==> config.mk <==
export PLATFORM = sky130hd
export DESIGN_NAME = fp_add_align
export DESIGN_NICKNAME = d
export VERILOG_FILES = /design/src/rtl/fp_add_align.sv
export SDC_FILE = /design/constraint.sdc
export NUM_CORES = 1
export LEC_CHECK = 0
export BUFFER_PORTS_ARGS = -buffer_cell sky130_fd_sc_hd__buf_2
export CAP_MARGIN = 15
export CORE_UTILIZATION = 50
export DETAILED_ROUTE_END_ITERATION = 12
export PLACE_DENSITY = 0.76
export SLEW_MARGIN = 5
export SYNTH_ARGS = -nofsm -noshare
export SYNTH_HDL_FRONTEND = slang
export SYNTH_SLANG_ARGS = --single-unit
==> constraint.sdc <==
create_clock -name clk -period 1 [get_ports clk]
set_input_delay 0.05 -clock clk [delete_from_list [all_inputs] [get_ports clk]]
set_output_delay 0.05 -clock clk [all_outputs]
set_load 0.03 [all_outputs]
==> src/rtl/fp_add_align.sv <==
module fp_add_align #(
  parameter int W  = 36,
  parameter int EW = 8
) (
  input  logic            clk,
  input  logic            rst_n,
  input  logic            start,
  input  logic            sub,
  input  logic [W-1:0]    op_a,
  input  logic [W-1:0]    op_b,
  output logic            valid_o,
  output logic [2*W-1:0]  sum_o,
  output logic [EW:0]     exp_o
);
  localparam int FW = W - 1 - EW;
  localparam int DW = 2 * W;

  logic [W-1:0]  b_eff;
  logic [EW-1:0] ea, eb, e_big, diff;
  logic          a_big, both_zero;
  logic [W-1:0]  w_big, w_small;
  logic signed [W-1:0]  f_big, f_small;
  logic signed [DW-1:0] x_big, x_small, sum_n;
  logic [EW:0]   exp_n;

  assign b_eff = sub ? -op_b : op_b;

  assign ea = op_a[W-1]  ? ~op_a[W-2:FW]  : op_a[W-2:FW];
  assign eb = b_eff[W-1] ? ~b_eff[W-2:FW] : b_eff[W-2:FW];

  assign a_big   = ea >= eb;
  assign e_big   = a_big ? ea : eb;
  assign diff    = a_big ? ea - eb : eb - ea;
  assign w_big   = a_big ? op_a : b_eff;
  assign w_small = a_big ? b_eff : op_a;

  assign f_big   = $signed({{(EW+1){w_big[W-1]}},   w_big[FW-1:0]});
  assign f_small = $signed({{(EW+1){w_small[W-1]}}, w_small[FW-1:0]});

  assign x_big   = $signed({f_big, {W{1'b0}}});
  assign x_small = $signed({f_small, {W{1'b0}}}) >>> diff;

  assign sum_n     = (x_big >>> 2) + (x_small >>> 2);
  assign exp_n     = (EW+1)'(e_big) + (EW+1)'(1);
  assign both_zero = (op_a == '0) && (b_eff == '0);

  always_ff @(posedge clk or negedge rst_n) begin
    if (!rst_n) begin
      valid_o <= 1'b0;
      sum_o   <= '0;
      exp_o   <= '0;
    end else begin
      valid_o <= start;
      if (start) begin
        sum_o <= both_zero ? '0 : sum_n;
        exp_o <= both_zero ? '0 : exp_n;
      end
    end
  end
endmodule

==> out/qor.yml <==
status: "finished with violations"
violations: "negative setup slack"
cp-end-kind: "register"
max_slew.worst_pin.slew_ns: 0.941
critical_path_class: "in -> reg"
synth_area_per_cell_um2: 7.72
io_buffers: 157
register_area_mm2: 0.00203
ant_nets: 0
drv_slew: 0
routed_wl_mm: 61.8
p_leak_nw: 8.79
grt_first_pass_wirelength_mm: 83.5
slew_headroom_pct: 36.6
grt_max_degree: 38
synth-seq-area-share_pct: 18.2
fin_crit_sh_pct: 747
nFillCells: 1112
die_y_um: 151
rsz0062_at_grt: "yes"
cts_buffers: 9
maxCapViolCount: 0
yosys.area_share.simple_pct: 20.1
syn_area_mm2: 0.0111
crit_required_ns: 1.30
ys_seq_elements: 81
final_nets: 2281
drc: 0
vdd_drop_max_mv: 3.71
gr-total-overflow: 0
arrival_ns: 7.77
async_reset_ff_share_pct: 100
crit_fanout: 6
powerDensity_mw_per_mm2: 4310
cp_common_cell: "buf_4"
grt_pass1_vias: 15000
critPathLaunchType: "primary input"
synthCells: 1443
multiInputGateArea_mm2: 0.0101
fmax_mhz: 134
synthAdderAreaFrac_pct: 5.70
firstDrtPassIters: 6
drive_gt1_share_pct: 52.7
max_stage_delay_ns: 0.57
antenna_found_initial: 1
pin_count: 158
via_count: 16547
dominantRegCellSynth: "dfrtp_1"
synth_edf_count: 0
clkLatencyLatePin_ns: 0.35
routed_via_density: 6.78
die_area_mm2: 0.0229
post-dp-hpwl_mm: 41.6
core_mm2: 0.0218
antenna_cells: 0
clock-sinks: 81
muxShareOfSynthArea_pct: 10.3
row_count: 54
routabilityCongestion: 1.08
cts_tree: "yes"
yosys.area_share.xor_xnor_pct: 6.96
clk_pin_slew_ns: 0.08
final_common_cell: "buf_4"
grt.total_usage_pct: 47.8
synth_nets: 1568
final_cell_mix: "buf_4, nand2_1, buf_2, nor2_1, dfrtp_1"
place_area_mm2: 0.0167
synth_compound_area_share_pct: 32.4
setup_viol: 86
start_util_pct: 51.1
stdcell_area_mm2: 0.0192
fin_worst_skew_ns: 0
clockBufferDepth: 2
area_delta_synth_final_pct: 72.4
hold_viol_final: 0
wl_per_cell_um: 25.3
whs_ns: 0.138
root_buffer: "clkbuf_16"
hold_class: "in -> reg"
die_x_um: 151
synth_cell_type_count: 88
drt_iter0_drc: 2060
htreeDepth: 3
min_period_ns: 7.47
ys_warn_count: 0
fin_ws_ns: -6.47
synth_top_family_by_area: "compound AO/OA/AOI/OAI gates"
cp_slowest_cell: "mux4_2"
per-layer routing:
layer	up-vias	global-route usage [%]	routed length [um]
li1	6902	-	-
met1	7705	60.9	21900
met2	1445	73.9	26200
met3	493	9.25	7580
met4	2	29.8	6000
met5	-	0	63
where the power goes:
part | internal, W | switching, W
clock | 0.00179 | 0.00165
sequential | 0.00495 | 0.000961
combinational | 0.0332 | 0.0403
total | 0.0399 | 0.0429
critical path, delay by kind of cell:
kind / cells / cell delay [ns]
compound gates: 12 / 2.75
mux: 3 / 1.09
fa+ha+maj: 2 / 0.59
xor+xnor: 1 / 0.17
buf+inv: 10 / 1.63
simple gates: 5 / 1.48
state kept, by name (all words and copies together) (netlist names):
register	count
exp_o	9
valid_o	1
sum_o	71
path summary, 6_finish.rpt:
kind / cells after the start / endpoint / start / slack (ns)
worst max-delay path: 33 / sum_o[59]$_DFFE_PN0P_ / op_b[13] / -6.47
worst min-delay path: 2 / valid_o$_DFF_PN0_ / start / 0.14
worst max register to register: 3 / sum_o[11]$_DFFE_PN0P_ / sum_o[11]$_DFFE_PN0P_ / -0.11
worst min register to register: 1 / sum_o[12]$_DFFE_PN0P_ / sum_o[12]$_DFFE_PN0P_ / 0.49
max in group asynchronous: 3 / sum_o[35]$_DFFE_PN0P_ / rst_n / 0.34
min in group asynchronous: 2 / exp_o[3]$_DFFE_PN0P_ / rst_n / 0.18
cell families after synthesis:
kind of cell,after synthesis
buffers and inverters,178
muxes,87
AOI/OAI and AO/OA,500
DFF,81
xor gates and xnor gates,87
and+or+nand+nor,461
adders and majority gates,49
repair_timing:
| item | in CTS | in global routing |
|---|---|---|
| hold buffers | 1 | 0 |
| hold endpoints to repair | 81 | 0 |
| cloned | 3 | 1 |
| resized for setup | 180 | 156 |
| pin swaps | 44 | 82 |
| buffers inserted | 47 | 26 |
| setup endpoints to repair | 82 | 108 |
area by class of cell:
type	count	area share, %
Tap cell	280	1.82
Timing Repair Buffer	812	32.0
Clock buffer	10	1.24
Clock inverter	6	0.254
Inverter	68	1.35
Sequential cell	81	10.5
Multi-Input combinational cell	1184	52.8
cells in the mapped netlist, types with 10 or more instances:
cell type,count,share of area [%]
nand3_1,33,1.5
o21ai_0,90,4.0
mux4_2,20,4.0
nand2_1,161,5.4
a221oi_1,13,1.0
clkbuf_1,67,2.3
o22ai_1,10,0.56
o221ai_1,16,1.3
a21o_1,26,1.8
xnor2_1,49,3.9
nor2_1,108,3.6
a21oi_1,92,4.1
inv_1,65,2.2
xor2_1,37,2.9
ha_1,46,5.2
mux2i_1,47,4.2
nand4_1,11,0.62
nor2b_1,18,1.0
and2_1,10,0.56
nor4_1,20,1.1
a31oi_1,21,1.2
o2bb2ai_1,41,3.2
mux2_2,20,2.0
a211oi_1,20,1.3
buf_2,22,0.99
nor3_1,26,1.2
o211ai_1,19,1.3
nand2b_1,13,0.73
o31ai_1,22,1.5
and3_1,12,0.67
dfrtp_1,81,18
buf_1,18,0.61
per-stage QoR:
| step | utilization [%] | setup slack [ns] | total power [W] | cells | setup TNS, ns |
|---|---|---|---|---|---|
| 6_report | 88.1 | -6.47 | 0.0829 | 2441 | -386.85 |
| 5_1_grt | 88.1 | -6.41 | 0.0853 | 2441 | -391.62 |
| 4_1_cts | 84.1 | -5.85 | 0.0727 | 2416 | -357.72 |
| 3_5_place_dp | 76.7 | -6.63 | 0.0623 | 2349 | -413.34 |
| 3_3_place_gp | 76.7 | -6.35 | 0.0615 | 2349 | -398.12 |
| 2_1_floorplan | - | -6.04 | 0.0366 | 1443 | -375.93 |
(Power assumes the default switching activity.)
